File: src/rtl/aps_mon_pkg.sv
// Package: shared types and default limits for the line APS monitor.
// Assumes: K2 alarm code sits in K2[2:0] (bit 8 = LSB in MSB-first numbering).
package aps_mon_pkg;
    typedef struct packed {
        logic [7:0] k1;
        logic [7:0] k2;
    } aps_pair_t;

    localparam int unsigned DEF_PAIR_RUN  = 3;
    localparam int unsigned DEF_FAIL_LIM  = 12;
    localparam int unsigned DEF_ALARM_RUN = 5;
    localparam int unsigned NUM_ALARMS    = 2;
    localparam logic [2:0]  CODE_AIS      = 3'b111;
    localparam logic [2:0]  CODE_RDI      = 3'b110;
endpackage

File: src/rtl/aps_pair_filter.sv
// Module: persistence filter for the K1/K2 pair.
// Holds a candidate pair and counts how many strobed frames in a row it has
// repeated. On the strobe where the run reaches PAIR_RUN the pair is accepted.
// An accepted pair that differs from the stored one replaces it and pulses
// chg_evt_o. A stretch of FAIL_LIM strobes with no steady run raises fail_o.
// Assumes: frame_vld is a single-cycle strobe; the run counters saturate.
module aps_pair_filter
    import aps_mon_pkg::*;
#(
    parameter int unsigned PAIR_RUN = DEF_PAIR_RUN,
    parameter int unsigned FAIL_LIM = DEF_FAIL_LIM
) (
    input  logic      clk,
    input  logic      rst_n,
    input  logic      frame_vld,
    input  aps_pair_t pair_i,
    output aps_pair_t lat_o,
    output logic      chg_evt_o,
    output logic      fail_o
);
    localparam int unsigned RW = $clog2(PAIR_RUN + 1);
    localparam int unsigned FW = $clog2(FAIL_LIM + 1);
    localparam logic [RW-1:0] RUN_MAX = RW'(PAIR_RUN);
    localparam logic [RW-1:0] RUN_PRE = RW'(PAIR_RUN - 1);
    localparam logic [FW-1:0] FAIL_MAX = FW'(FAIL_LIM);
    localparam logic [FW-1:0] FAIL_PRE = FW'(FAIL_LIM - 1);

    aps_pair_t     cand_q;
    aps_pair_t     lat_q;
    logic [RW-1:0] run_q;
    logic [RW-1:0] run_nxt;
    logic [FW-1:0] miss_q;
    logic          fail_q;
    logic          same_c;
    logic          accept_c;

    // Next run length: extend the run (saturating) on a repeat, else restart at one.
    always_comb begin
        same_c   = (pair_i == cand_q);
        run_nxt  = same_c ? ((run_q == RUN_MAX) ? RUN_MAX : run_q + 1'b1) : RW'(1);
        accept_c = frame_vld && same_c && (run_q == RUN_PRE);
    end

    // Candidate register and run counter.
    always_ff @(posedge clk) begin
        if (!rst_n) begin
            cand_q <= '0;
            run_q  <= '0;
        end else if (frame_vld) begin
            cand_q <= pair_i;
            run_q  <= run_nxt;
        end
    end

    // Stored pair: updated when an accepted pair differs from it.
    always_ff @(posedge clk) begin
        if (!rst_n) begin
            lat_q <= '0;
        end else if (accept_c && (pair_i != lat_q)) begin
            lat_q <= pair_i;
        end
    end

    // Failure tracker: counts strobes without a steady run and flags at the limit.
    always_ff @(posedge clk) begin
        if (!rst_n) begin
            miss_q <= '0;
            fail_q <= 1'b0;
        end else if (frame_vld) begin
            if (run_nxt == RUN_MAX) begin
                miss_q <= '0;
                fail_q <= 1'b0;
            end else if (miss_q != FAIL_MAX) begin
                miss_q <= miss_q + 1'b1;
                if (miss_q == FAIL_PRE) begin
                    fail_q <= 1'b1;
                end
            end
        end
    end

    assign lat_o     = lat_q;
    assign chg_evt_o = accept_c && (pair_i != lat_q);
    assign fail_o    = fail_q;

    AST_LAT_FROM_STROBE: assert property (@(posedge clk) disable iff (!rst_n)
        ($past(rst_n) && (lat_q != $past(lat_q))) |-> ($past(frame_vld) && ($past(pair_i) == lat_q)));
    AST_FAIL_ON_STROBE: assert property (@(posedge clk) disable iff (!rst_n)
        ($past(rst_n) && (fail_q != $past(fail_q))) |-> $past(frame_vld));
    AST_RUN_BOUNDED: assert property (@(posedge clk) disable iff (!rst_n)
        (run_q <= RUN_MAX) && (miss_q <= FAIL_MAX));
endmodule

File: src/rtl/k2_alarm_filter.sv
// Module: hysteresis filter for one K2 alarm code.
// Declares the alarm after RUN strobed frames in a row that carry CODE in
// K2[2:0], and clears it after RUN strobed frames in a row that carry any other code.
// A frame that agrees with the current state restarts the count.
// Assumes: frame_vld is a single-cycle strobe.
module k2_alarm_filter #(
    parameter logic [2:0]  CODE = 3'b111,
    parameter int unsigned RUN  = 5
) (
    input  logic       clk,
    input  logic       rst_n,
    input  logic       frame_vld,
    input  logic [2:0] code_i,
    output logic       det_o,
    output logic       declare_o
);
    localparam int unsigned CW = $clog2(RUN + 1);
    localparam logic [CW-1:0] CNT_PRE = CW'(RUN - 1);

    logic          det_q;
    logic [CW-1:0] cnt_q;
    logic          hit_c;

    assign hit_c = (code_i == CODE);

    // State and disagreement counter: toggle state after RUN contrary frames.
    always_ff @(posedge clk) begin
        if (!rst_n) begin
            det_q <= 1'b0;
            cnt_q <= '0;
        end else if (frame_vld) begin
            if (hit_c != det_q) begin
                if (cnt_q == CNT_PRE) begin
                    det_q <= hit_c;
                    cnt_q <= '0;
                end else begin
                    cnt_q <= cnt_q + 1'b1;
                end
            end else begin
                cnt_q <= '0;
            end
        end
    end

    assign det_o     = det_q;
    assign declare_o = frame_vld && hit_c && !det_q && (cnt_q == CNT_PRE);

    AST_ALARM_ON_STROBE: assert property (@(posedge clk) disable iff (!rst_n)
        ($past(rst_n) && !$past(frame_vld)) |-> $stable(det_q));
    AST_DECLARE_ON_CODE: assert property (@(posedge clk) disable iff (!rst_n)
        ($past(rst_n) && $rose(det_q)) |-> ($past(code_i) == CODE));
    AST_CLEAR_OFF_CODE: assert property (@(posedge clk) disable iff (!rst_n)
        ($past(rst_n) && $fell(det_q)) |-> ($past(code_i) != CODE));
endmodule

File: src/rtl/sticky_event.sv
// Module: sticky event bit.
// Sets on set_i and clears on clr_i. When both arrive in the same cycle,
// the set wins.
module sticky_event (
    input  logic clk,
    input  logic rst_n,
    input  logic set_i,
    input  logic clr_i,
    output logic q_o
);
    logic q_q;

    // Sticky register with set priority over clear.
    always_ff @(posedge clk) begin
        if (!rst_n) begin
            q_q <= 1'b0;
        end else if (set_i) begin
            q_q <= 1'b1;
        end else if (clr_i) begin
            q_q <= 1'b0;
        end
    end

    assign q_o = q_q;

    AST_SET_WINS: assert property (@(posedge clk) disable iff (!rst_n)
        ($past(rst_n) && $past(set_i)) |-> q_q);
    AST_HOLD_IDLE: assert property (@(posedge clk) disable iff (!rst_n)
        ($past(rst_n) && !$past(set_i) && !$past(clr_i)) |-> $stable(q_q));
endmodule

File: src/rtl/aps_line_monitor.sv
// Module: top of the line APS byte and K2 alarm monitor.
// Joins the pair persistence filter, one hysteresis filter per K2 alarm code
// (built by generate) and the sticky events that drive the interrupt.
// Assumes: the inputs come from an extractor in the same clock domain.
module aps_line_monitor
    import aps_mon_pkg::*;
#(
    parameter int unsigned PAIR_RUN  = DEF_PAIR_RUN,
    parameter int unsigned FAIL_LIM  = DEF_FAIL_LIM,
    parameter int unsigned ALARM_RUN = DEF_ALARM_RUN
) (
    input  logic       clk,
    input  logic       rst_n,
    input  logic       frame_vld,
    input  logic [7:0] k1_in,
    input  logic [7:0] k2_in,
    input  logic       ais_irq_en,
    input  logic       irq_clr,
    output logic [7:0] k1_lat,
    output logic [7:0] k2_lat,
    output logic       aps_fail,
    output logic       ais_l,
    output logic       rdi_l,
    output logic       aps_chg,
    output logic       irq
);
    localparam logic [2:0] ALARM_CODE [NUM_ALARMS] = '{CODE_AIS, CODE_RDI};

    aps_pair_t             pair_c;
    aps_pair_t             lat_c;
    logic                  chg_evt;
    logic [NUM_ALARMS-1:0] alm_det;
    logic [NUM_ALARMS-1:0] alm_decl;
    logic                  ais_evt_q;

    assign pair_c.k1 = k1_in;
    assign pair_c.k2 = k2_in;

    aps_pair_filter #(
        .PAIR_RUN (PAIR_RUN),
        .FAIL_LIM (FAIL_LIM)
    ) u_pair (
        .clk       (clk),
        .rst_n     (rst_n),
        .frame_vld (frame_vld),
        .pair_i    (pair_c),
        .lat_o     (lat_c),
        .chg_evt_o (chg_evt),
        .fail_o    (aps_fail)
    );

    for (genvar gi = 0; gi < NUM_ALARMS; gi++) begin : g_alarm
        k2_alarm_filter #(
            .CODE (ALARM_CODE[gi]),
            .RUN  (ALARM_RUN)
        ) u_alm (
            .clk       (clk),
            .rst_n     (rst_n),
            .frame_vld (frame_vld),
            .code_i    (k2_in[2:0]),
            .det_o     (alm_det[gi]),
            .declare_o (alm_decl[gi])
        );
    end

    sticky_event u_chg (
        .clk   (clk),
        .rst_n (rst_n),
        .set_i (chg_evt),
        .clr_i (irq_clr),
        .q_o   (aps_chg)
    );

    sticky_event u_ais (
        .clk   (clk),
        .rst_n (rst_n),
        .set_i (alm_decl[0]),
        .clr_i (irq_clr),
        .q_o   (ais_evt_q)
    );

    assign k1_lat = lat_c.k1;
    assign k2_lat = lat_c.k2;
    assign ais_l  = alm_det[0];
    assign rdi_l  = alm_det[1];
    assign irq    = aps_chg | (ais_evt_q & ais_irq_en);

    AST_CHG_NEEDS_NEW_PAIR: assert property (@(posedge clk) disable iff (!rst_n)
        ($past(rst_n) && $rose(aps_chg)) |-> ($past(lat_c) != lat_c));
    AST_IRQ_SOURCES: assert property (@(posedge clk) disable iff (!rst_n)
        (irq && !aps_chg) |-> ais_irq_en);
endmodule

File: config.mk
export PLATFORM = sky130hd
export DESIGN_NAME = aps_line_monitor
export DESIGN_NICKNAME = d
export VERILOG_FILES = /design/src/rtl/aps_mon_pkg.sv /design/src/rtl/aps_pair_filter.sv /design/src/rtl/k2_alarm_filter.sv /design/src/rtl/sticky_event.sv /design/src/rtl/aps_line_monitor.sv
export SDC_FILE = /design/constraint.sdc
export NUM_CORES = 1
export LEC_CHECK = 0
export ABC_AREA = 1
export CAP_MARGIN = 20
export CELL_PAD_IN_SITES_DETAIL_PLACEMENT = 0
export CELL_PAD_IN_SITES_GLOBAL_PLACEMENT = 2
export CORE_MARGIN = 1
export CORE_UTILIZATION = 31
export DETAILED_ROUTE_END_ITERATION = 6
export PLACE_DENSITY_LB_ADDON = 0.1
export SYNTH_ARGS = -nofsm -noshare
export SYNTH_HDL_FRONTEND = slang
export SYNTH_SLANG_ARGS = --single-unit
File: constraint.sdc
create_clock -name clk -period 4.1 [get_ports clk]
set_clock_uncertainty 0.15 [all_clocks]
set_input_delay 0.82 -clock clk [delete_from_list [all_inputs] [get_ports clk]]
set_output_delay 0.82 -clock clk [all_outputs]
set_load 0.01 [all_outputs]
-- Word-level counts from Yosys, hierarchy flattened
Index checks and enable logic that the tools add are counted.
- word-level logic and storage cells: 61
- bits in registers: 49
- output and inout port bits: 21
- multiplexer cells: 14
- bitwise operators: 2
- equality and inequality tests: 13
- reductions and logical operators: 15
- add/sub/neg operators: 4
- operators with widths (cell ; count):
    $eq 16x16->1 ; 1
    $ne 16x16->1 ; 1
    $eq 3x3->1 const B ; 4
    $mux 3 ; 4
    $reduce_and 3->1 ; 3
    $mux 4 ; 2
    $reduce_bool 2->1 ; 4
    $add 3x1->3 const B ; 2
    $eq 2x2->1 const B ; 3
    $logic_and 1x1->1 ; 6
    $mux 1 ; 6
    $add 4x1->4 const B ; 1
    $eq 4x4->1 const B ; 1
    $mux 2 ; 2
    $ne 4x4->1 const B ; 1
    $add 2x1->2 const B ; 1
    $ne 1x1->1 ; 2
    $reduce_and 2->1 ; 1
    $and 1x1->1 ; 1
    $logic_not 1->1 ; 1
    $or 1x1->1 ; 1

-- Depth between registers and ports, before layout
- word-level depth: 6
- gate-level depth with buffers: 12
- depth with buffers taken out: 11

-- Cells and area by module
A second synthesis with hierarchy kept.
- cell total of the unflattened synthesis: 481
- area, all modules: 2969.1 um2
- modules (own cells, without submodules) (module ; cells each ; seq. area each (um2) ; times used ; area each (um2)):
    aps_pair_filter ; 387 ; 780.7 ; 1 ; 2358.5
    k2_alarm_filter (g_alarm[1].u_alm) ; 40 ; 80.1 ; 1 ; 256.5
    k2_alarm_filter (g_alarm[0].u_alm) ; 39 ; 80.1 ; 1 ; 255.2
    sticky_event ; 6 ; 20.0 ; 2 ; 43.8
    aps_line_monitor ; 3 ; 0.0 ; 1 ; 11.3

-- Least setup slack after synthesis
No wires, ideal clock.
- kind: input-to-reg
- from: input port k2_in[7]
- to: register u_pair.lat_q (netlist bit u_pair.lat_o[0])
- buffers on the path: 1
- setup slack: 2.083 ns
- data required time: 3.836 ns
- data arrival time: 1.753 ns
- stages on the path: 12
- path through: inv_2 nand2_1 nand2_1 nor2_1 nand2_2 inv_1 nand2_1 nor2_4 buf_4 nand4_1 nand2_1 nor2_2
- word-level cells in the longest chain between the ends: 4
- elaborated cells on any way between the ends: 5
- classes of those cells: eq/ne (2); reduce/logical (3)
- RTL lines (what ; line ; text):
    start: declaration ; aps_line_monitor.sv:16 ; input logic [7:0] k2_in,
    $eq 16x16->1 ; aps_pair_filter.sv:39 ; same_c = (pair_i == cand_q);
    $logic_and 1x1->1 (2 in series) ; aps_pair_filter.sv:41 ; accept_c = frame_vld && same_c && (run_q == RUN_PRE);
    $logic_and 1x1->1 * ; aps_pair_filter.sv:59 ; end else if (accept_c && (pair_i != lat_q)) begin
    end signal: assignment ; aps_pair_filter.sv:60 ; lat_q <= pair_i;
    end: declaration ; aps_pair_filter.sv:29 ; aps_pair_t lat_q;
Every way passes the cells marked *; elsewhere a longest branch is shown, timed or not.
A chain may end at the register's enable or synchronous reset.

-- Worst setup path in the final report
- from: input port ais_irq_en
- to: output port irq
- word-level cells in the longest chain between the ends: 2
- RTL lines (what ; line ; text):
    start: declaration ; aps_line_monitor.sv:17 ; input logic ais_irq_en,
    $and 1x1->1 ; aps_line_monitor.sv:86 ; assign irq = aps_chg | (ais_evt_q & ais_irq_en);
    $or 1x1->1 ; aps_line_monitor.sv:86 ;
    end: declaration ; aps_line_monitor.sv:25 ; output logic irq
Every way passes these cells.

==> flow_summary_export.csv <==
group,metric,value,unit
run_status,status,"finished, final reports clean",
worst_setup_path,r2r-start,"u_pair.lat_o[15]",
logic_synthesis,ys_seq_elements,49,
floorplanning,core-area,8721,um^2
detailed_routing,wl,6820,um
logic_synthesis,syn_area_per_cell,6.296,um^2
cells_and_area,antenna_cells,0,
timing,hold_violations,0,
cts,cts-root-buf,"clkbuf_8",
logic_synthesis,synth.distinct_cells,31,
global_route,grt_start_max_net_pins,35,
cells_and_area,drive_above_1_share,9.356,%
logic_synthesis,syn_area,2783,um^2
worst_setup_path,slowest_stage,"clkdlybuf4s50_1",
cts,cts_setup_buffers,0,
cts,cts_resized,0,
cts,clkLatencyLatePin,0.30,ns
place,hpwl,4897,um
logic_synthesis,synth.most_common_cell,"nand2_1",
cells_and_area,fin_nets,507,
timing,min_period_over_period,70.15,%
floorplanning,row_count,34,
min_path,hold_path_class,"reg -> reg",
worst_setup_path,crit_chain,"clkdlybuf4s50_1 > a21o_1 > clkdlybuf4s50_1",
timing,drv_slew,0,
logic_synthesis,synth_commonest_cells,"nand2_1 (142), inv_1 (56), nor2_1 (51)",
cts,numCtsBuffers,5,
floorplanning,die_w,96.75,um
worst_setup_path,crit_top_cell,"clkdlybuf4s50_1",
cts,clk_pin_slew_worst_paths,0.09,ns
timing,relSlewSlack,60.30,%
worst_setup_path,crit_arrival,1.91,ns
cells_and_area,fin_util,38.59,%
place,port_buffers,41,
timing,clock.fmax,347.7,MHz
logic_synthesis,yosysTopAreaCell,"dfxtp_1",
job,drv_cap,0,
floorplanning,boundaryPins,42,
worst_setup_path,worstPathRequired,3.13,ns
global_route,grt_pass1_vias,2471,
logic_synthesis,yosys-top-cells-area,"dfxtp_1 (35%), nand2_1 (19%), inv_1 (7.6%)",
power_and_ir_drop,p_leak,1.489,nW
worst_setup_path,startpoint_type,"input pin",
floorplanning,die_area,9360,um^2
global_route,grt_first_pass_wirelength,11770,um
worst_setup_path,critPathTopFamily,"buffers and inverters",
logic_synthesis,synthFlopType,"dfxtp_1",
detailed_routing,drtPass1Iterations,4,
logic_synthesis,synth_edf_count,0,
timing,tightest_slew,0.5937,ns
detailed_routing,dr_total_vias,2636,
global_route,grt-ovfl-total,0,
cells_and_area,area_growth,20.95,%
global_route,antenna_found_initial,0,
cts,holdBufCountCts,0,
detailed_routing,wl_per_cell,11.58,um
cts,cts_tree,"done",
detailed_routing,ant_nets,0,
logic_synthesis,async_flop_share,0,%
min_path,hp-start,"u_pair.fail_o",
worst_setup_path,timing.critical_path.buf_inv,2,
logic_synthesis,postSynthNetCount,469,
worst_setup_path,end_kind,"output port",
logic_synthesis,synth_cells,442,
worst_setup_path,slowest_delay,0.53,ns
place,gp_congestion,0.7141,
timing,setup_violations,0,
worst_setup_path,startpoint,"ais_irq_en",
timing,rsz0062_at_grt,"no",
timing,tns,0,ns
power_and_ir_drop,vdd_ir_drop_max,0.0001279,V
power_and_ir_drop,power_density,274.2,nW/um^2
detailed_routing,drt_iter0_drc,111,
cts,h-tree-depth,2,
worst_setup_path,critical_path_class,"in -> out",
logic_synthesis,seq_area_frac_synth,35.25,%
floorplanning,initial_core_util,31.91,%
cts,cts.path.max_buffers,2,
logic_synthesis,synth_top_area_share,35.25,%
cts,clock-sinks,49,
global_route,grtUsageTotal,15.43,%
timing,fin_hold_ws,0.3061,ns
floorplanning,fp.dieH,96.75,um
detailed_routing,drc,0,
timing,period_minus_slack,2.876,ns
worst_setup_path,worstPathMaxFanout,1,
detailed_routing,vias_per_cell,4.475,
logic_synthesis,yosys_warnings,0,
## metal layers
metal / routed length, um / up-vias / share of wire [%] / track usage [%]
li1: - / 1440 / - / -
met1: 3403 / 1153 / 50 / 19.85
met2: 3076 / 37 / 45 / 26.27
met3: 273 / 6 / 4.0 / 3.179
met4: 66 / 0 / 0.97 / 3.789
met5: 0 / - / 0 / 0
## power breakdown
part           switching [mW]  leakage (nW)  internal, mW  total [mW]
clock                   0.165        0.0395         0.122       0.287
sequential             0.0115         0.400         0.492       0.503
combinational          0.0803          1.05        0.0529       0.133
total                   0.256          1.49         0.666       0.923
## tightest hold or removal path, delay by kind of cell (launching register included)
kind,cells,cell delay [ns]
compound gates,1,0.05
buf+inv,1,0.05
flops,1,0.32
## through the flow
step / area, um^2 / power (mW) / setup slack [ns] / cells
after floorplan: 2783 / 0.5995 / 2.083 / 442
after global placement: 3286 / 0.6494 / 1.189 / 581
after detailed placement: 3286 / 0.6498 / 1.141 / 581
after CTS: 3366 / 0.9394 / 1.216 / 589
after global routing: 3366 / 0.9757 / 1.171 / 589
final: 3366 / 0.9228 / 1.224 / 589
## kinds of logic (layout without fill, tap and decap cells)
logic type	after synthesis	count (layout)	share of synthesized area, %
and+or+nand+nor	237	237	37.23
adders and majority gates	6	6	2.698
buffers and inverters	86	125	12.19
xor gates and xnor gates	4	4	1.259
DFF	49	49	35.25
AOI/OAI and AO/OA	60	60	11.38
## state kept, by name, indices dropped and copies added, names as in the netlist
name	cells
u_pair.fail_o	1
u_pair.miss_q	4
u_pair.run_q	2
g_alarm.u_alm.det_o	2
u_pair.lat_o	16
u_pair.cand_q	16
u_chg.q_o	1
g_alarm.u_alm.cnt_q	6
u_ais.q_o	1
## placed cells by master (no fill, tap or decap), types with 2 or more instances in the layout
cell type and instances:
nand2_1 142, clkbuf_1 3, a211oi_1 2, buf_4 3
a21oi_1 31, nor2_4 3, nand3_1 5, inv_1 56
nor2_2 10, xor2_1 3, dfxtp_1 49, o21ai_0 22
nor2_1 51, ha_1 6, o211ai_1 2, nand4_1 16
inv_2 17, clkbuf_8 5, nand2_2 3, clkdlybuf4s50_1 41
## path summary, 6_finish.rpt
kind                      to  slack [ns]  cells past startpoint
max                      irq        1.22                      3
min            u_pair.fail_o        0.31                      2
max reg2reg  u_pair.lat_o[4]        2.23                     11
min reg2reg    u_pair.fail_o        0.31                      2
## final cells by class
type	count	area (um^2)
clock buffer	8	80.08
fill	946	5355
inverter	73	274.0
multi-input combinational	307	1463
sequential	49	980.9
tap	108	135.1
timing repair buffer	44	432.9
Note: power is estimated with default switching activity, not from simulation.
